`config.mk`:
```
export PLATFORM = sky130hd
export DESIGN_NAME = irqv_unit
export DESIGN_NICKNAME = d
export VERILOG_FILES = /design/src/rtl/irqv_pkg.sv /design/src/rtl/irqv_flag_latch.sv /design/src/rtl/irqv_arbiter.sv /design/src/rtl/irqv_level_stack.sv /design/src/rtl/irqv_unit.sv
export SDC_FILE = /design/constraint.sdc
export NUM_CORES = 1
export LEC_CHECK = 0
export BUFFER_PORTS_ARGS = -buffer_cell sky130_fd_sc_hd__buf_2
export CORE_MARGIN = 5
export CORE_UTILIZATION = 49
export CTS_BUF_LIST = sky130_fd_sc_hd__clkbuf_4 sky130_fd_sc_hd__clkbuf_8 sky130_fd_sc_hd__clkbuf_16
export DETAILED_ROUTE_END_ITERATION = 10
export GPL_TIMING_DRIVEN = 0
export PLACE_DENSITY = 0.87
export SLEW_MARGIN = 30
export SYNTH_ARGS = -nofsm -noshare
export SYNTH_HDL_FRONTEND = slang
export SYNTH_SLANG_ARGS = --single-unit
```
`constraint.sdc`:
```
create_clock -name clk -period 9.91 [get_ports clk]
set_input_delay 0 -clock clk [delete_from_list [all_inputs] [get_ports clk]]
set_output_delay 0 -clock clk [all_outputs]
set_load 0.01 [all_outputs]
```
`src/rtl/irqv_pkg.sv`:
```
package irqv_pkg;
    localparam int LVL_W = 2;
    localparam int N_LVL = 4;
    typedef logic [LVL_W-1:0] lvl_t;
endpackage

```
`src/rtl/irqv_flag_latch.sv`:
```
module irqv_flag_latch #(
    parameter int N = 6
) (
    input  logic         clk,
    input  logic         rst_n,
    input  logic         tick,
    input  logic [N-1:0] raw,
    input  logic [N-1:0] edge_mode,
    input  logic [N-1:0] clr,
    output logic [N-1:0] flag_q
);
    typedef struct packed {
        logic [N-1:0] flag;
        logic [N-1:0] prev;
    } st_t;

    st_t st_d, st_q;

    always_comb begin
        st_d = st_q;
        if (tick) begin
            st_d.prev = raw;
            st_d.flag = (edge_mode & (st_q.flag | (raw & ~st_q.prev)))
                      | (~edge_mode & raw);
        end
        st_d.flag = st_d.flag & ~(clr & edge_mode);
    end

    always_ff @(posedge clk or negedge rst_n) begin
        if (!rst_n) st_q <= '0;
        else        st_q <= st_d;
    end

    assign flag_q = st_q.flag;

    // without a tick and without a clear, flags do not move
    a_r1_hold_between_ticks: assert property (@(posedge clk) disable iff (!rst_n)
        (!tick && clr == '0) |=> flag_q == $past(flag_q));

    // acknowledged edge-type source is cleared
    a_r7_ack_clears_edge: assert property (@(posedge clk) disable iff (!rst_n)
        ((clr & edge_mode) != '0) |=> ((flag_q & $past(clr & edge_mode)) == '0));
endmodule

```
`src/rtl/irqv_arbiter.sv`:
```
module irqv_arbiter
    import irqv_pkg::*;
#(
    parameter int N     = 6,
    parameter int IDX_W = 3
) (
    input  logic [N-1:0]     flag,
    input  logic [N-1:0]     en_src,
    input  logic             en_global,
    input  logic [N-1:0]     pri_lo,
    input  logic [N-1:0]     pri_hi,
    input  logic             ceil_valid,
    input  lvl_t             ceil_lvl,
    output logic             found,
    output logic [IDX_W-1:0] win_idx,
    output lvl_t             win_lvl
);
    lvl_t cand_lvl;
    logic cand_ok;

    always_comb begin
        found    = 1'b0;
        win_idx  = '0;
        win_lvl  = '0;
        cand_lvl = '0;
        cand_ok  = 1'b0;
        for (int i = 0; i < N; i++) begin
            cand_lvl = {pri_hi[i], pri_lo[i]};
            cand_ok  = en_global && en_src[i] && flag[i]
                       && (!ceil_valid || cand_lvl > ceil_lvl);
            // strict compare keeps the lowest index among equal levels
            if (cand_ok && (!found || cand_lvl > win_lvl)) begin
                found   = 1'b1;
                win_idx = IDX_W'(i);
                win_lvl = cand_lvl;
            end
        end
    end
endmodule

```
`src/rtl/irqv_level_stack.sv`:
```
module irqv_level_stack
    import irqv_pkg::*;
(
    input  logic             clk,
    input  logic             rst_n,
    input  logic             push,
    input  lvl_t             push_lvl,
    input  logic             pop,
    output logic [N_LVL-1:0] inprog_q,
    output logic             top_valid,
    output lvl_t             top_lvl
);
    logic [N_LVL-1:0] inprog_d;

    always_comb begin
        top_valid = 1'b0;
        top_lvl   = '0;
        for (int l = 0; l < N_LVL; l++) begin
            if (inprog_q[l]) begin
                top_valid = 1'b1;
                top_lvl   = lvl_t'(l);
            end
        end
    end

    always_comb begin
        inprog_d = inprog_q;
        if (pop && top_valid) inprog_d[top_lvl] = 1'b0;
        if (push)             inprog_d[push_lvl] = 1'b1;
    end

    always_ff @(posedge clk or negedge rst_n) begin
        if (!rst_n) inprog_q <= '0;
        else        inprog_q <= inprog_d;
    end

    // a return releases exactly one level
    a_r8_pop_single: assert property (@(posedge clk) disable iff (!rst_n)
        (pop && !push && inprog_q != '0) |=>
            ($countones(inprog_q) + 1 == $countones($past(inprog_q))));

    // nothing but a return clears a level
    a_r8_only_reti_clears: assert property (@(posedge clk) disable iff (!rst_n)
        !pop |=> ((inprog_q & $past(inprog_q)) == $past(inprog_q)));

    // acknowledge marks the level
    a_r7_push_sets: assert property (@(posedge clk) disable iff (!rst_n)
        push |=> inprog_q[$past(push_lvl)]);
endmodule

```
`src/rtl/irqv_unit.sv`:
```
module irqv_unit
    import irqv_pkg::*;
#(
    parameter int          NUM_SRC  = 6,
    parameter logic [15:0] VEC_BASE = 16'h0003,
    parameter int          VEC_STEP = 8
) (
    input  logic               clk,
    input  logic               rst_n,
    input  logic               mc_tick,
    input  logic               instr_last,
    input  logic               reti_exec,
    input  logic               sfr_access,
    input  logic               call_ack,
    input  logic [NUM_SRC-1:0] irq_raw,
    input  logic [NUM_SRC-1:0] edge_mode,
    input  logic               en_global,
    input  logic [NUM_SRC-1:0] en_src,
    input  logic [NUM_SRC-1:0] pri_lo,
    input  logic [NUM_SRC-1:0] pri_hi,
    output logic               call_req,
    output logic [15:0]        call_vec,
    output logic [N_LVL-1:0]   in_service
);
    localparam int IDX_W = (NUM_SRC > 1) ? $clog2(NUM_SRC) : 1;

    typedef struct packed {
        logic             req;
        logic [IDX_W-1:0] idx;
        lvl_t             lvl;
        logic [15:0]      vec;
    } st_t;

    st_t st_d, st_q;

    logic [NUM_SRC-1:0] flag;
    logic [NUM_SRC-1:0] clr;
    logic               found;
    logic [IDX_W-1:0]   win_idx;
    lvl_t               win_lvl;
    logic               top_valid;
    lvl_t               top_lvl;
    logic               push;
    logic               pop;
    logic               poll_ok;

    assign push    = call_ack && st_q.req;
    assign pop     = mc_tick && instr_last && reti_exec;
    assign poll_ok = mc_tick && instr_last && !reti_exec && !sfr_access && !st_q.req;

    always_comb begin
        clr = '0;
        if (push) clr[st_q.idx] = 1'b1;
    end

    irqv_flag_latch #(.N(NUM_SRC)) u_latch (
        .clk       (clk),
        .rst_n     (rst_n),
        .tick      (mc_tick),
        .raw       (irq_raw),
        .edge_mode (edge_mode),
        .clr       (clr),
        .flag_q    (flag)
    );

    irqv_arbiter #(.N(NUM_SRC), .IDX_W(IDX_W)) u_arb (
        .flag       (flag),
        .en_src     (en_src),
        .en_global  (en_global),
        .pri_lo     (pri_lo),
        .pri_hi     (pri_hi),
        .ceil_valid (top_valid),
        .ceil_lvl   (top_lvl),
        .found      (found),
        .win_idx    (win_idx),
        .win_lvl    (win_lvl)
    );

    irqv_level_stack u_stack (
        .clk       (clk),
        .rst_n     (rst_n),
        .push      (push),
        .push_lvl  (st_q.lvl),
        .pop       (pop),
        .inprog_q  (in_service),
        .top_valid (top_valid),
        .top_lvl   (top_lvl)
    );

    always_comb begin
        st_d = st_q;
        if (push) begin
            st_d.req = 1'b0;
        end else if (poll_ok && found) begin
            st_d.req = 1'b1;
            st_d.idx = win_idx;
            st_d.lvl = win_lvl;
            st_d.vec = VEC_BASE + 16'(VEC_STEP) * 16'(win_idx);
        end
    end

    always_ff @(posedge clk or negedge rst_n) begin
        if (!rst_n) st_q <= '0;
        else        st_q <= st_d;
    end

    assign call_req = st_q.req;
    assign call_vec = st_q.vec;

    // a call starts only at an unblocked instruction boundary
    a_r2_boundary_only: assert property (@(posedge clk) disable iff (!rst_n)
        $rose(call_req) |-> $past(mc_tick && instr_last && !reti_exec && !sfr_access));

    // request and vector held until acknowledge
    a_r6_hold_until_ack: assert property (@(posedge clk) disable iff (!rst_n)
        (call_req && !call_ack) |=> (call_req && $stable(call_vec)));

    // acknowledge drops the request
    a_r6_ack_drops: assert property (@(posedge clk) disable iff (!rst_n)
        (call_req && call_ack) |=> !call_req);

    // pending call outranks every level in service
    a_r3_above_ceiling: assert property (@(posedge clk) disable iff (!rst_n)
        call_req |-> (!top_valid || st_q.lvl > top_lvl));
endmodule

```
Word level (Yosys, flattened, before mapping)

Index checks and enable logic that the tools add are counted.
W data, S select, Z words.

Register bits after elaboration: 38
Memory bits (writable): 0
Word-level logic and storage cells: 131
Latch bits: 0
Memories kept: 0
Bits of input ports: 38
Memory bits (read-only): 0
Output and inout bits: 21

$add $sub $neg: 1
Magnitude comparators: 17
Eq/ne operators: 0
Divide/modulo/power cells: 0
Bitwise logic cells: 14
Mux-type cells: 36
Reductions and logical operators: 56
$mul: 0
Shifts and indexed selects: 0

Operator list:

| kind                  | count |
|---|---|
| $logic_and A1 B1 Y1   | 34 |
| $and A6 B6 Y6         | 5 |
| $gt A2 B2 Y1          | 11 |
| $mux W22              | 1 |
| $mux W2               | 10 |
| $not A6 Y6            | 3 |
| $mux W1               | 16 |
| $mux W12              | 1 |
| $or A6 B6 Y6          | 2 |
| $logic_or A1 B1 Y1    | 11 |
| $logic_not A1 Y1      | 9 |
| $mux W4               | 2 |
| $add A2 B6 Y7 const A | 1 |
| $lt A2 B3 Y1 const B  | 2 |
| $mux W3               | 2 |
| $mux W6               | 1 |
| $and A4 B4 Y4         | 1 |
| $demux W1 S2          | 2 |
| $ge A2 B1 Y1 const B  | 2 |
| $lt A3 B4 Y1 const B  | 1 |
| $not A4 Y4            | 1 |
| $or A4 B4 Y4          | 1 |
| $demux W1 S3          | 1 |
| $ge A3 B1 Y1 const B  | 1 |
| other kinds (3)       | 3 |

Depth between registers and ports, before layout

Gate-level depths: netlist of run 1.

Word-level depth: 31
Depth in mapped cells: 46
Depth with buffers taken out: 45

Hierarchy

From an unflattened synthesis of run 1, not the netlist that was laid out.

Cells, all modules: 234
Area, all modules: 2205.9 um2

Modules (own cells, without submodules):

| module           | area each (um2) | sequential area each (um2) | cells an instance | times used |
|---|---|---|---|---|
| irqv_arbiter     | 953.4           | 0.0                        | 123               | 1 |
| irqv_flag_latch  | 594.3           | 300.3                      | 44                | 1 |
| irqv_unit        | 461.7           | 175.2                      | 46                | 1 |
| irqv_level_stack | 196.4           | 100.1                      | 21                | 1 |

Least setup slack after synthesis of run 1

No wires, ideal clock.

Path kind: reg2reg
Start: register u_stack.inprog_q[2]
End: register st_q[16] (netlist bit)
Period minus slack after synthesis: 7.123 ns
Setup time: 0.127 ns
Path slack: 2.787 ns
Data required time: 9.783 ns
Arrival time: 6.996 ns
Path buffers: 1
Stages on the path, launching flop included: 41
Path through: dfrtp_1 nor2_2 ha_1 nor2b_1 o21ai_0 nand2_1 and3_1 inv_1 ha_1 nor2b_1 a2bb2oi_1 a211oi_2 or2_4 a21o_1 inv_1 ha_1 nor2b_1 a2bb2oi_1 [5 not listed] o21ai_0 a211oi_1 a31oi_4 or2_2 o31ai_1 ha_1 a21oi_1 a31oi_1 or2_2 buf_2 o311a_1 a21oi_1 ha_1 a21oi_1 a41oi_1 or2_2 o211ai_1 o211ai_2

Cells in the longest elaborated chain, start to end: 28
Elaborated cells between the ends (all ways): 57
Those cells by class: order compare (11); mux (16); reduce/logical (30)

Ends and longest elaborated chain:

| what                                             | line                   | text |
|---|---|---|
| start: declaration                               | irqv_level_stack.sv:9  | `output logic [N_LVL-1:0] inprog_q,` |
| start signal: assignment                         | irqv_level_stack.sv:34 | `else inprog_q <= inprog_d;` |
| $mux W2 or $mux W1 (tied branches) (2 in series) | irqv_level_stack.sv:19 | `if (inprog_q[l]) begin` |
| $gt A2 B2 Y1 or $logic_not A1 Y1 (tied branches) | irqv_arbiter.sv:30     | `&& (!ceil_valid \|\| cand_lvl > ceil_lvl);` |
| $logic_or A1 B1 Y1                               | irqv_arbiter.sv:30     |  |
| $logic_and A1 B1 Y1                              | irqv_arbiter.sv:30     |  |
| $mux W2 or $mux W1 (tied branches)               | irqv_arbiter.sv:32     | `if (cand_ok && (!found \|\| cand_lvl > win_lvl)) begin` |
| $gt A2 B2 Y1 or $logic_not A1 Y1 (tied branches) | irqv_arbiter.sv:32     |  |
| $logic_or A1 B1 Y1                               | irqv_arbiter.sv:32     |  |
| $logic_and A1 B1 Y1                              | irqv_arbiter.sv:32     |  |
| [11 not listed]                                  | --                     |  |
| $logic_and A1 B1 Y1                              | irqv_arbiter.sv:32     |  |
| $mux W2 or $mux W1 (tied branches)               | irqv_arbiter.sv:32     |  |
| $gt A2 B2 Y1 or $logic_not A1 Y1 (tied branches) | irqv_arbiter.sv:32     |  |
| $logic_or A1 B1 Y1                               | irqv_arbiter.sv:32     |  |
| $logic_and A1 B1 Y1                              | irqv_arbiter.sv:32     |  |
| $mux W1                                          | irqv_arbiter.sv:32     |  |
| $logic_and A1 B1 Y1                              | irqv_unit.sv:94        | `end else if (poll_ok && found) begin` |
| $reduce_and A2 Y1 (no line)                      | --                     |  |
| end signal: assignment                           | irqv_unit.sv:104       | `else st_q <= st_d;` |
| end: declaration                                 | irqv_unit.sv:34        | `st_t st_d, st_q;` |

Parallel ways exist; a longest one is shown, timed or not.
A chain may end at the register's enable or synchronous reset.

Worst setup path after layout of run 1

Start: register u_stack.inprog_q[3]
End: register st_q[16] (netlist bit)

Cells in the longest elaborated chain, start to end: 27
Elaborated cells between the ends (all ways): 55
Those cells by class: order compare (11); mux (14); reduce/logical (30)

Ends and longest elaborated chain:

| what                                             | line |
|---|---|
| $mux W2 or $mux W1 (tied branches)               | irqv_level_stack.sv:19 |
| $gt A2 B2 Y1 or $logic_not A1 Y1 (tied branches) | irqv_arbiter.sv:30 |
| $logic_or A1 B1 Y1                               | irqv_arbiter.sv:30 |
| $logic_and A1 B1 Y1                              | irqv_arbiter.sv:30 |
| $mux W2 or $mux W1 (tied branches)               | irqv_arbiter.sv:32 |
| $gt A2 B2 Y1 or $logic_not A1 Y1 (tied branches) | irqv_arbiter.sv:32 |
| $logic_or A1 B1 Y1                               | irqv_arbiter.sv:32 |
| $logic_and A1 B1 Y1                              | irqv_arbiter.sv:32 |
| [11 not listed]                                  | -- |
| $logic_and A1 B1 Y1                              | irqv_arbiter.sv:32 |
| $mux W2 or $mux W1 (tied branches)               | irqv_arbiter.sv:32 |
| $gt A2 B2 Y1 or $logic_not A1 Y1 (tied branches) | irqv_arbiter.sv:32 |
| $logic_or A1 B1 Y1                               | irqv_arbiter.sv:32 |
| $logic_and A1 B1 Y1                              | irqv_arbiter.sv:32 |
| $mux W1                                          | irqv_arbiter.sv:32 |
| $logic_and A1 B1 Y1                              | irqv_unit.sv:94 |
| $reduce_and A2 Y1 (no line)                      | -- |

Parallel ways exist; a longest one is shown, timed or not.

==> qor_table.md, run 1 <==
| Step | Item | Reported |
| --- | --- | --- |
| detailed routing | Number of vias after detailed routing | 2053 |
| floorplan | Die Y | 75.1 microns |
| yosys | Cell taking the most area after synthesis | sky130_fd_sc_hd__dfrtp_1 |
| floorplan | Effective utilization at floorplan | 51.2% |
| detailed routing | Initial DRC Count | 87 |
| clocking | Sink count of the clock tree | 23 |
| critical path | Category of the worst setup path capture point | register |
| floorplan | I/O pin cnt | 59 |
| critical path | Worst endpoint data arrival time | 8.21 ns |
| layout | Footprint of the flip-flops and latches | 576 sq um |
| clocking | Maximum buffer depth of the clock tree | 2 |
| pwr | Switching power summed over all nets | 0.152 mW |
| yosys | Number of synthesis warnings | 0 |
| placed design | Placed cell area | 2410 sq um |
| pwr | Design Power | 0.380 mW |
| timing | Unrepaired setup endpoints after global routing | no |
| global route | First-pass GRT wire length | 8670 microns |
| floorplan | Overall die area | 5640 sq um |
| detailed routing | Number of DRC violations after detailed routing | 0 |
| critical path | Required arrival time at the worst endpoint | 10.06 ns |
| pwr | IR drop worst, VDD | 90.5 uV |
| pwr | Switching share of power | 40.0% |
| placed design | Placer's final routability congestion estimate | 0.857 |
| clocking | Clock input transition at the sequential cells of the worst setup and hold paths | 0.09 ns |
| timing | Total negative slack for setup checks | 0 ns |
| floorplan | Core region area | 4060 sq um |
| critical path | Delay of the slowest cell on the worst path | 0.48 ns |
| layout | Fraction of final layout cells with drive strength greater than 1 | 29.9% |
| yosys | Main flop type after synthesis | sky130_fd_sc_hd__dfrtp_1 |
| yosys | Post-synthesis cell type count | 55 |
| critical path | Setup Crit Path Kind | reg -> reg |
| timing | Clk_skew | 0.00255 ns |
| timing | Worst Hold Slack | 0.0280 ns |
| yosys | Average cell area after synthesis | 8.81 sq um |
| clocking | Post_cts resized | 0 |
| yosys | Share of the synthesized area in the top cell type | 27.7% |
| yosys | Top area cells in the synthesized netlist | sky130_fd_sc_hd__dfrtp_1, sky130_fd_sc_hd__ha_1, sky130_fd_sc_hd__buf_4 |
| yosys | Number of storage elements in the synthesis netlist | 23 |
| critical path | Cell mode on critical path | sky130_fd_sc_hd__ha_1 |
| placed design | Post-Place Setup Slack | 1.90 ns |
| critical path | Worst R2R Start | u_stack.inprog_q[3]$_DFF_PN0_ |
| yosys | EDFF count, synth | 0 |
| outcome | Run status | complete, no violations |
| clocking | Clock latency of the later-clocked register in the worst-skew pair | 0.27 ns |
| critical path | Crit. Startpoint | u_stack.inprog_q[3]$_DFF_PN0_ |
| pwr | Total leakage power | 1.27 nW |
| layout | Net count reported at finish | 372 |
| layout | Core utilization of the finished layout | 64.3% |
| hold path | Hold WC Path Type | in -> reg |
| placed design | Placed cells | 342 |
| pwr | Proportion of power drawn by combinational gates | 48.2% |
| yosys | Synth Instances | 236 |
| layout | Final std cells w/o fill | 361 |
| global route | Antenna violations before repair | 0 |
| global route | Combined global-route utilization of all metal layers | 19.4% |
| run | Max-cap violation count | 0 |
| placed design | DP HPWL | 4200 microns |
| timing | Fmax achieved | 0.124 GHz |
| floorplan | Standard-cell row count | 23 |
| pwr | Power per cell area | 146 nW/um^2 |
| global route | Total congestion overflow after global routing | 0 |
| layout | Area overhead of the layout relative to synthesis | 25.5% |
| timing | Final critical-path share of the clock period | 81.3% |
| layout | Area of the multi-input gates | 1330 sq um |
| yosys | Cell area after technology mapping | 2080 sq um |
| timing | Least setup slack across all paths after layout | 1.85 ns |
| floorplan | Die Wd | 75.1 microns |
| timing | Remaining max-slew budget at the tightest pin | 64.4% |
| critical path | Max Fanout on Critical Path | 7 |
| clocking | Post-CTS setup-driven buffer insertion count | 0 |
| placed design | Port Buf Inserts | 46 |
| pwr | Internal power of the cells | 0.228 mW |
| yosys | Post-synth ARST share | 100% |
| detailed routing | Number of search-and-repair iterations in the first detailed-routing pass | 4 |
| critical path | Critical path's slowest cell | sky130_fd_sc_hd__dfrtp_1 |
| clocking | Clk root buf | sky130_fd_sc_hd__clkbuf_8 |
| clocking | H-tree depth reported by CTS | 1 |
| clocking | TritonCTS clock tree | built |
| timing | Final Hold Viols | 0 |
| detailed routing | Via density per instance | 5.69 |
| timing | Setup violation total in the final timing report | 0 |
| timing | Number of pins exceeding their max-slew limit in the final report | 0 |
| pwr | Fraction of power consumed by sequential logic | 36.0% |
| layout | Ant diodes | 0 |
| global route | Number of global-route vias before repair | 2075 |
| detailed routing | Average wire per cell in the routed design | 14.6 microns |
| timing | Actual transition at the worst max-transition pin | 0.534 ns |
| detailed routing | Remaining number of nets flagged by the antenna check after routing | 0 |
| timing | Final critical delay including setup and external delays | 8.06 ns |
| critical path | Kind of start point of the critical path | register |
| global route | Maximum number of pins on one net before global-route repair | 24 |
| yosys | Sequential cell area fraction in the yosys report | 27.7% |
| clocking | Number of buffers created by CTS | 3 |
| layout | Count of filler cells inserted in the layout | 348 |
| pwr | Clock share of power | 15.8% |
| layout | Non-Filler Cell Area, Final | 2610 sq um |
| detailed routing | Wirelength, routed | 5270 microns |
| hold path | Worst hold start | pri_hi[5] |
==> flip-flops by register name, summed over array words and instances, names as in the netlist <==
signal and flops:
u_latch.flag_q 6, u_stack.inprog_q 4, call_vec 2, u_latch.st_q 6, st_q 4, call_req 1
==> worst max-delay path, delay by kind of cell, from the launching register on <==
kind	cells	cell delay, ns
AOI/OAI and AO/OA	19	3.07
adders and majority gates	6	1.64
buffers and inverters	3	0.27
DFF	1	0.48
and+or+nand+nor	13	2.47
==> layer usage <==
| layer | up-vias | share of wire [%] | track usage [%] |
|---|---|---|---|
| met3 | 9 | 6.8 | 3.34 |
| li1 | 995 | - | - |
| met2 | 75 | 51 | 35.1 |
| met4 | 0 | 0.93 | 5.14 |
| met1 | 974 | 41 | 23.7 |
| met5 | - | 0 | 0 |
==> Yosys cell counts (2+ instances only) <==
library cell                count
sky130_fd_sc_hd__clkbuf_1       2
sky130_fd_sc_hd__a21o_1         5
sky130_fd_sc_hd__nand2_1       21
sky130_fd_sc_hd__a211oi_1       2
sky130_fd_sc_hd__nor3b_1        2
sky130_fd_sc_hd__o21ai_0       10
sky130_fd_sc_hd__a41oi_1        3
sky130_fd_sc_hd__dfrtp_1       23
sky130_fd_sc_hd__nor3_1         5
sky130_fd_sc_hd__nor2_2         2
sky130_fd_sc_hd__inv_1         16
sky130_fd_sc_hd__o21ai_1        2
sky130_fd_sc_hd__buf_4         16
sky130_fd_sc_hd__a31oi_1        7
sky130_fd_sc_hd__and3_1         4
sky130_fd_sc_hd__a2bb2oi_1      3
sky130_fd_sc_hd__ha_1          22
sky130_fd_sc_hd__nor2b_1        8
sky130_fd_sc_hd__o31ai_1        4
sky130_fd_sc_hd__or2_2          3
sky130_fd_sc_hd__o2111ai_1      2
sky130_fd_sc_hd__nand2b_1       7
sky130_fd_sc_hd__a21oi_1       10
sky130_fd_sc_hd__a32oi_1        5
sky130_fd_sc_hd__nor2_1         8
sky130_fd_sc_hd__mux2_2         6
sky130_fd_sc_hd__o211ai_1       4
sky130_fd_sc_hd__nand3_1        7
==> layout by cell type (no fill, tap or decap), types with 5 or more instances in the layout <==
cell | synthesis | layout
sky130_fd_sc_hd__nor2b_1 | 8 | 8
sky130_fd_sc_hd__a31oi_1 | 7 | 7
sky130_fd_sc_hd__buf_4 | 16 | 16
sky130_fd_sc_hd__nor2_1 | 8 | 8
sky130_fd_sc_hd__conb_1 | 1 | 11
sky130_fd_sc_hd__nor3_1 | 5 | 5
sky130_fd_sc_hd__o21ai_0 | 10 | 10
sky130_fd_sc_hd__nand2_1 | 21 | 21
sky130_fd_sc_hd__buf_2 | 1 | 47
sky130_fd_sc_hd__a32oi_1 | 5 | 5
sky130_fd_sc_hd__ha_1 | 22 | 22
sky130_fd_sc_hd__a21o_1 | 5 | 5
sky130_fd_sc_hd__inv_1 | 16 | 16
sky130_fd_sc_hd__nand3_1 | 7 | 7
sky130_fd_sc_hd__dlygate4sd3_1 | 0 | 15
sky130_fd_sc_hd__mux2_2 | 6 | 6
sky130_fd_sc_hd__nand2b_1 | 7 | 7
sky130_fd_sc_hd__dfrtp_1 | 23 | 23
sky130_fd_sc_hd__a21oi_1 | 10 | 10
==> kinds of logic (layout without fill, tap and decap cells) <==
group / after synthesis / after routing / share of synthesized area (%)
AOI/OAI and AO/OA: 73 / 73 / 26.4
muxes: 6 / 6 / 3.25
buffers and inverters: 37 / 102 / 9.99
and+or+nand+nor: 74 / 74 / 19.3
other: 1 / 11 / 0.180
adders and majority gates: 22 / 22 / 13.2
DFF: 23 / 23 / 27.7
==> power by group through the flow <==
stage	Clock [mW]	Combinational, mW	Sequential [mW]
6_report	0.0601	0.183	0.137
5_1_grt	0.0630	0.208	0.140
4_1_cts	0.0596	0.183	0.136
3_5_place_dp	0	0.177	0.138
3_3_place_gp	0	0.169	0.138
2_1_floorplan	0	0.128	0.133
==> layout make-up <==
type	instances	share of cell area, %
multi-input cells	186	51.1
plain buffers	20	5.52
flip-flops and latches	23	22.1
inverters	17	2.45
well taps	50	2.40
clock buffers	3	1.58
clock inverters	1	0.288
repair buffers	61	14.6
==> final timing paths <==
path                       slack, ns                          end  cells after the start
max                             1.85         st_q[16]$_DFFE_PN0P_                     41
min                             0.03         st_q[17]$_DFFE_PN0P_                      3
max reg2reg                     1.85         st_q[16]$_DFFE_PN0P_                     41
min reg2reg                     0.51      call_vec[1]$_DFFE_PN0P_                      1
max in group asynchronous       9.33  u_latch.flag_q[1]$_DFF_PN0_                      2
min in group asynchronous       0.24         call_req$_DFFE_PN0P_                      2
==> timing repair <==
item | 4_1_cts | 5_1_grt
hold buffers | 15 | 0
endpoints found under the hold margin | 37 | 0
endpoints found under the setup margin | 0 | 0
No activity file was read; power rests on OpenSTA's default activity.
==> run 2, diff against run 1 <==
- ABC_AREA: unset -> 1
- CORE_UTILIZATION: 49 -> 47
- clock period: 9.91 -> 6.8 ns (I/O delays scaled with it)
==> run 2 against run 1 <==
Sequential share of layout area shrank 0.29 points. Power grew 35%. Clock skew grew 0.0074 ns. Sequential power grew 37%. Highest routed layer unchanged.
==> qor_table.md, run 2 <==
| Step | Item | Reported |
| --- | --- | --- |
| outcome | Run status | complete, no violations |
| timing | Setup violation total in the final timing report | 0 |
| timing | Actual transition at the worst max-transition pin | 0.513 ns |
| clocking | H-tree depth reported by CTS | 1 |
| critical path | Delay of the slowest cell on the worst path | 0.46 ns |
| yosys | Count leader, synth | sky130_fd_sc_hd__nand2_1 |
| global route | Antenna violations before repair | 0 |
| layout | Final std cells w/o fill | 423 |
| timing | Number of pins exceeding their max-slew limit in the final report | 0 |
| critical path | Worst endpoint data arrival time | 6.41 ns |
| yosys | Cell taking the most area after synthesis | sky130_fd_sc_hd__dfrtp_1 |
| layout | Area overhead of the layout relative to synthesis | 28.6% |
| clocking | Clock input transition at the sequential cells of the worst setup and hold paths | 0.09 ns |
| layout | Non-Filler Cell Area, Final | 2650 sq um |
| critical path | Category of the worst setup path capture point | register |
| critical path | Kind of start point of the critical path | register |
| critical path | Number of buffer and inverter instances along the worst setup path | 9 |
| floorplan | Standard-cell row count | 24 |
| detailed routing | Remaining number of nets flagged by the antenna check after routing | 0 |
| floorplan | Die Y | 76.3 microns |
| yosys | Cell area after technology mapping | 2060 sq um |
| layout | Most frequent standard cell in the layout excluding fill and tap cells | sky130_fd_sc_hd__nand2_1 |
| floorplan | Die Wd | 76.3 microns |
| timing | Least setup slack across all paths after layout | 0.545 ns |
| yosys | Number of storage elements in the synthesis netlist | 23 |
| critical path | Setup Crit Path Kind | reg -> reg |
| yosys | EDFF count, synth | 0 |
| hold path | Worst hold endpoint | u_latch.flag_q[5]$_DFF_PN0_ |
| global route | First-pass GRT wire length | 8530 microns |
| yosys | Average cell area after synthesis | 7.11 sq um |
| placed design | Placed cell area | 2400 sq um |
| yosys | Synth Instances | 290 |
| detailed routing | Number of DRC violations after detailed routing | 0 |
| global route | Combined global-route utilization of all metal layers | 16.9% |
| critical path | Worst R2R Start | u_stack.inprog_q[3]$_DFF_PN0_ |
| yosys | Post-synth ARST share | 100% |
| clocking | Sink count of the clock tree | 23 |
| critical path | Cell mode on critical path | sky130_fd_sc_hd__nand2_1 |
| timing | Clk_skew | 0.00998 ns |
| critical path | Required arrival time at the worst endpoint | 6.96 ns |
| layout | Ant diodes | 0 |
| detailed routing | Average wire per cell in the routed design | 12.3 microns |
| yosys | Sequential cell area fraction in the yosys report | 27.9% |
| pwr | IR drop worst, VDD | 227 uV |
| floorplan | Overall die area | 5810 sq um |
| pwr | Total leakage power | 1.54 nW |
| global route | Number of global-route vias before repair | 2030 |
| layout | Fraction of final layout cells with drive strength greater than 1 | 28.8% |
| timing | Remaining max-slew budget at the tightest pin | 65.8% |
| critical path | Critical path's slowest cell | sky130_fd_sc_hd__dfrtp_2 |
| yosys | Commonest cells in the synthesized netlist | sky130_fd_sc_hd__nand2_1, sky130_fd_sc_hd__inv_1, sky130_fd_sc_hd__nand3_1 |
| clocking | Clock latency of the later-clocked register in the worst-skew pair | 0.27 ns |
| hold path | Hold-critical path depth | 4 |
| clocking | Number of buffers created by CTS | 3 |
| critical path | Top Family by Delay on Critical Path | simple AND/OR/NAND/NOR gates |
| critical path | Max Fanout on Critical Path | 8 |
| layout | Core utilization of the finished layout | 61.8% |
| timing | Worst Hold Slack | 0.0352 ns |
| yosys | Main flop type after synthesis | sky130_fd_sc_hd__dfrtp_1 |
| hold path | Hold WC Path Type | in -> reg |
| clocking | Clk root buf | sky130_fd_sc_hd__clkbuf_8 |
| timing | Final critical-path share of the clock period | 92.0% |
| floorplan | I/O pin cnt | 59 |
| yosys | Post-synthesis cell type count | 32 |
| detailed routing | Via density per instance | 4.99 |
| clocking | Maximum buffer depth of the clock tree | 2 |
| yosys | Share of the synthesized area in the top cell type | 27.9% |
| detailed routing | Number of search-and-repair iterations in the first detailed-routing pass | 4 |
| layout | Commonest cells after routing, fill and taps aside | sky130_fd_sc_hd__nand2_1, sky130_fd_sc_hd__buf_2, sky130_fd_sc_hd__inv_1, sky130_fd_sc_hd__buf_4, sky130_fd_sc_hd__nand3_1 |
| yosys | Top area cells in the synthesized netlist | sky130_fd_sc_hd__dfrtp_1, sky130_fd_sc_hd__ha_1, sky130_fd_sc_hd__nand2_1 |
| floorplan | Effective utilization at floorplan | 48.0% |
| clocking | TritonCTS clock tree | built |
| global route | Maximum number of pins on one net before global-route repair | 24 |
| run | Max-cap violation count | 0 |
| hold path | Worst hold start | edge_mode[5] |
| pwr | Power per cell area | 194 nW/um^2 |
| detailed routing | Number of vias after detailed routing | 2111 |
| layout | Net count reported at finish | 432 |
| detailed routing | Initial DRC Count | 108 |
| global route | Total congestion overflow after global routing | 0 |
| critical path | Crit Reg-Reg Endpoint | st_q[17]$_DFFE_PN0P_ |
| placed design | Post-Place Setup Slack | 0.0208 ns |
| placed design | Placed cells | 399 |
| floorplan | Core region area | 4290 sq um |
| yosys | Number of synthesis warnings | 0 |
| timing | Total negative slack for setup checks | 0 ns |
| pwr | Design Power | 0.514 mW |
| detailed routing | Wirelength, routed | 5220 microns |
| placed design | Port Buf Inserts | 47 |
| timing | Final critical delay including setup and external delays | 6.26 ns |
| timing | Final Hold Viols | 0 |
| critical path | Internal reg-to-reg setup slack | 0.54 ns |
| critical path | Reg2reg path depth | 52 |
| timing | Fmax achieved | 0.160 GHz |
| placed design | Placer's final routability congestion estimate | 0.863 |
| placed design | DP HPWL | 3940 microns |
-- run 2: repair_timing --
action                     in CTS  in global routing
setup endpoints to repair       1                  5
hold buffers                   10                  0
pin swaps                       0                  2
buffers inserted                0                 10
hold endpoints to repair       32                  0
gates resized for setup         1                 10
cloned                          0                  0
-- run 2: logic make-up (layout without fill, tap and decap cells) --
group,Yosys count,count (layout),synth area share (%)
simple gates,136,136,31.7
flops,23,23,27.9
buf+inv,64,135,14.6
other cells,1,11,0.182
compound gates,44,44,12.4
fa+ha+maj,22,22,13.3
-- run 2: area by class of cell --
| class | count | area (sq um) |
|---|---|---|
| flip-flops and latches | 23 | 578 |
| multi-input cells | 213 | 1250 |
| well taps | 52 | 65.1 |
| repair buffers | 67 | 410 |
| fillers | 376 | 1640 |
| inverters | 46 | 173 |
| plain buffers | 18 | 128 |
| clock inverters | 1 | 5.00 |
| clock buffers | 3 | 41.3 |
-- run 2: layer usage --
| metal | track usage [%] | vias to the layer above | part of all wire [%] |
|---|---|---|---|
| li1 | - | 1071 | - |
| met3 | 4.49 | 6 | 6.8 |
| met2 | 30.0 | 69 | 50 |
| met1 | 21.1 | 965 | 42 |
| met5 | 0 | - | 0 |
| met4 | 1.75 | 0 | 0.52 |
-- run 2: worst max path at each step --
stage	start	end	slack, ns	cells past startpoint
floorplan	u_stack.inprog_q[1]$_DFF_PN0_	st_q[19]$_DFFE_PN0P_	0.94	53
global placement	u_stack.inprog_q[2]$_DFF_PN0_	st_q[19]$_DFFE_PN0P_	0.21	52
detailed placement	u_stack.inprog_q[2]$_DFF_PN0_	st_q[19]$_DFFE_PN0P_	0.02	52
CTS	u_stack.inprog_q[2]$_DFF_PN0_	st_q[19]$_DFFE_PN0P_	0.21	52
global route	u_stack.inprog_q[1]$_DFF_PN0_	st_q[17]$_DFFE_PN0P_	-0.07	54
finish	u_stack.inprog_q[3]$_DFF_PN0_	st_q[17]$_DFFE_PN0P_	0.54	52
-- run 2: worst register-to-register path: cells and delay by family (launching register included) --
family                   cells  cell delay (ns)
AND/OR/NAND/NOR             31             2.77
adder cells (fa/ha/maj)      6             1.68
AO/OA/AOI/OAI                6             0.71
buffers and inverters        9             0.51
flip-flops                   1             0.46
-- run 2: report_power, final --
| group | switching [mW] | internal (mW) | total (mW) | leakage [nW] |
|---|---|---|---|---|
| logic | 0.130 | 0.110 | 0.240 | 1.23 |
| clock network | 0.0450 | 0.0410 | 0.0859 | 0.0255 |
| registers | 0.0247 | 0.163 | 0.188 | 0.280 |
==> run 3, diff against run 2 <==
- CORE_UTILIZATION: 47 -> 49
- clock period: 6.8 -> 7.4 ns (I/O delays scaled with it)
==> run 3 against run 2 <==
Worst hold slack lost 0.0012 ns. Final cell count decreased by 2.6%. First-iteration DRC count is 5.6% lower. Count of clock-buffer cells in the layout did not move. Sequential power fell by 9%. Power shrank 11%. Critical path depth unchanged. Flip-flop and latch count unchanged. Cell area fell by 3.6%. Sequential share of layout area is 0.71 points higher. Critical path type unchanged. Largest cell class unchanged.
==> qor_table.md, run 3 (synthesized netlist as in run 2, its figures left out) <==
| Step | Item | Reported |
| --- | --- | --- |
| timing | Number of pins exceeding their max-slew limit in the final report | 0 |
| placed design | Placer's final routability congestion estimate | 0.907 |
| floorplan | Overall die area | 5610 sq um |
| detailed routing | Number of search-and-repair iterations in the first detailed-routing pass | 5 |
| critical path | Critical path's slowest cell | sky130_fd_sc_hd__dfrtp_1 |
| detailed routing | Remaining number of nets flagged by the antenna check after routing | 0 |
| pwr | Power per cell area | 179 nW/um^2 |
| timing | Worst Hold Slack | 0.0340 ns |
| critical path | Crit Reg-Reg Endpoint | st_q[19]$_DFFE_PN0P_ |
| clocking | H-tree depth reported by CTS | 1 |
| floorplan | Core region area | 4030 sq um |
| timing | Clk_skew | 0.00893 ns |
| timing | Setup violation total in the final timing report | 0 |
| layout | Fraction of final layout cells with drive strength greater than 1 | 25.1% |
| floorplan | Standard-cell row count | 23 |
| floorplan | Die Wd | 74.9 microns |
| run | Max-cap violation count | 0 |
| clocking | Number of buffers created by CTS | 3 |
| floorplan | I/O pin cnt | 59 |
| floorplan | Die Y | 74.9 microns |
| floorplan | Effective utilization at floorplan | 51.2% |
| pwr | Switching share of power | 38.7% |
| critical path | Required arrival time at the worst endpoint | 7.60 ns |
| detailed routing | Number of DRC violations after detailed routing | 0 |
| clocking | Sink count of the clock tree | 23 |
| layout | Area overhead of the layout relative to synthesis | 24.0% |
| detailed routing | Wirelength, routed | 4940 microns |
| timing | Final critical-path share of the clock period | 88.1% |
| timing | Actual transition at the worst max-transition pin | 0.514 ns |
| hold path | Worst hold endpoint | u_latch.flag_q[2]$_DFF_PN0_ |
| critical path | Delay of the slowest cell on the worst path | 0.47 ns |
| pwr | Proportion of power drawn by combinational gates | 45.3% |
| critical path | Crit. Startpoint | u_stack.inprog_q[2]$_DFF_PN0_ |
| layout | Count of filler cells inserted in the layout | 374 |
| hold path | Hold WC Path Type | in -> reg |
| pwr | Internal power of the cells | 0.280 mW |
| clocking | TritonCTS clock tree | built |
| global route | First-pass GRT wire length | 8360 microns |
| pwr | Switching power summed over all nets | 0.177 mW |
| detailed routing | Via density per instance | 4.92 |
| critical path | Setup Crit Path Kind | reg -> reg |
| pwr | Fraction of power consumed by sequential logic | 37.5% |
| clocking | Clock latency of the later-clocked register in the worst-skew pair | 0.27 ns |
| critical path | Worst endpoint data arrival time | 6.72 ns |
| hold path | Worst hold start | edge_mode[2] |
| global route | Number of global-route vias before repair | 2010 |
| critical path | Max Fanout on Critical Path | 6 |
| detailed routing | Number of vias after detailed routing | 2029 |
| layout | Ant diodes | 0 |
| placed design | DP HPWL | 4030 microns |
| clocking | Clock input transition at the sequential cells of the worst setup and hold paths | 0.09 ns |
| global route | Antenna violations before repair | 0 |
| timing | Total negative slack for setup checks | 0 ns |
| detailed routing | Average wire per cell in the routed design | 12.0 microns |
| timing | Fmax achieved | 0.153 GHz |
| critical path | Category of the worst setup path capture point | register |
| critical path | Internal reg-to-reg setup slack | 0.88 ns |
| global route | Combined global-route utilization of all metal layers | 18.8% |
| timing | Final critical delay including setup and external delays | 6.52 ns |
| layout | Net count reported at finish | 423 |
| clocking | Post-CTS setup-driven buffer insertion count | 0 |
| pwr | Total leakage power | 1.50 nW |
| pwr | Design Power | 0.458 mW |
| clocking | Maximum buffer depth of the clock tree | 2 |
| placed design | Placed cell area | 2400 sq um |
| critical path | Reg2reg path depth | 52 |
| placed design | Port Buf Inserts | 47 |
| global route | Maximum number of pins on one net before global-route repair | 24 |
| layout | Commonest cells after routing, fill and taps aside | sky130_fd_sc_hd__nand2_1, sky130_fd_sc_hd__buf_2, sky130_fd_sc_hd__inv_1, sky130_fd_sc_hd__nand3_1, sky130_fd_sc_hd__dfrtp_1 |
| critical path | Worst R2R Start | u_stack.inprog_q[2]$_DFF_PN0_ |
| layout | Most frequent standard cell in the layout excluding fill and tap cells | sky130_fd_sc_hd__nand2_1 |
| critical path | Kind of start point of the critical path | register |
| outcome | Run status | complete, no violations |
| critical path | Cell mode on critical path | sky130_fd_sc_hd__nand2_1 |
| pwr | Clock share of power | 17.1% |
| timing | Unrepaired setup endpoints after global routing | no |
| global route | Total congestion overflow after global routing | 0 |
| layout | Non-Filler Cell Area, Final | 2560 sq um |
| hold path | Hold-critical path depth | 4 |
| pwr | IR drop worst, VDD | 146 uV |
| clocking | Clk root buf | sky130_fd_sc_hd__clkbuf_8 |
| detailed routing | Initial DRC Count | 102 |
| timing | Remaining max-slew budget at the tightest pin | 65.7% |
| timing | Final Hold Viols | 0 |
-- run 3: cell types whose count changed in the layout (fill, tap and decap cells not counted), sizes merged --
cell	before	now
buf	73	63
dlygate4sd3	10	11
-- run 3: critical path, delay by kind of cell (launching register included) --
family	cells	cell delay [ns]
compound gates	8	1.21
fa+ha+maj	6	1.71
buf+inv	8	0.46
flops	1	0.47
simple gates	30	2.57
-- run 3: cell type report --
type	count	area (sq um)	share of cell area, %
multi-input combinational	213	1230	48.0
timing repair buffer	58	345	13.5
tap	50	62.6	2.44
clock buffer	3	41.3	1.61
buffer	18	128	4.99
sequential	23	576	22.5
clock inverter	1	5.00	0.196
inverter	46	173	6.75
-- run 3: per-stage QoR --
| step | setup slack, ns | cells | util, % |
|---|---|---|---|
| finish | 0.881 | 412 | 63.5 |
| global route | 0.0367 | 412 | 63.5 |
| CTS | 0.575 | 412 | 63.4 |
| detailed placement | 0.613 | 397 | 59.5 |
| global placement | 0.836 | 397 | 59.5 |
| floorplan | 1.54 | 300 | - |
-- run 3: layer usage --
| layer | wire (microns) | part of all wire, % | global-route usage [%] | vias to the layer above |
|---|---|---|---|---|
| met5 | 0 | 0 | 0 | - |
| met4 | 70 | 1.4 | 5.73 | 0 |
| met3 | 285 | 5.8 | 3.60 | 8 |
| met2 | 2370 | 48 | 31.5 | 63 |
| met1 | 2210 | 45 | 24.5 | 907 |
| li1 | - | - | - | 1051 |
-- run 3: how the worst max path moves through the flow --
stage	endpoint	slack, ns	cells after the start
CTS	st_q[19]$_DFFE_PN0P_	0.57	52
finish	st_q[19]$_DFFE_PN0P_	0.88	52
global placement	st_q[19]$_DFFE_PN0P_	0.84	52
floorplan	st_q[19]$_DFFE_PN0P_	1.54	53
global route	st_q[19]$_DFFE_PN0P_	0.04	53
detailed placement	st_q[19]$_DFFE_PN0P_	0.61	52
-- run 3: power by group through the flow --
stage | Sequential [mW] | Combinational, mW | Clock (mW)
after detailed placement | 0.174 | 0.202 | 0
after floorplan | 0.169 | 0.146 | 0
after global placement | 0.173 | 0.194 | 0
after global routing | 0.174 | 0.238 | 0.0854
after CTS | 0.171 | 0.209 | 0.0798
final | 0.172 | 0.207 | 0.0784
-- run 3: timing repair --
action	CTS	global route
hold buffers	11	0
resized for setup	0	1
hold endpoints to repair	32	0
endpoints found under the setup margin	0	5
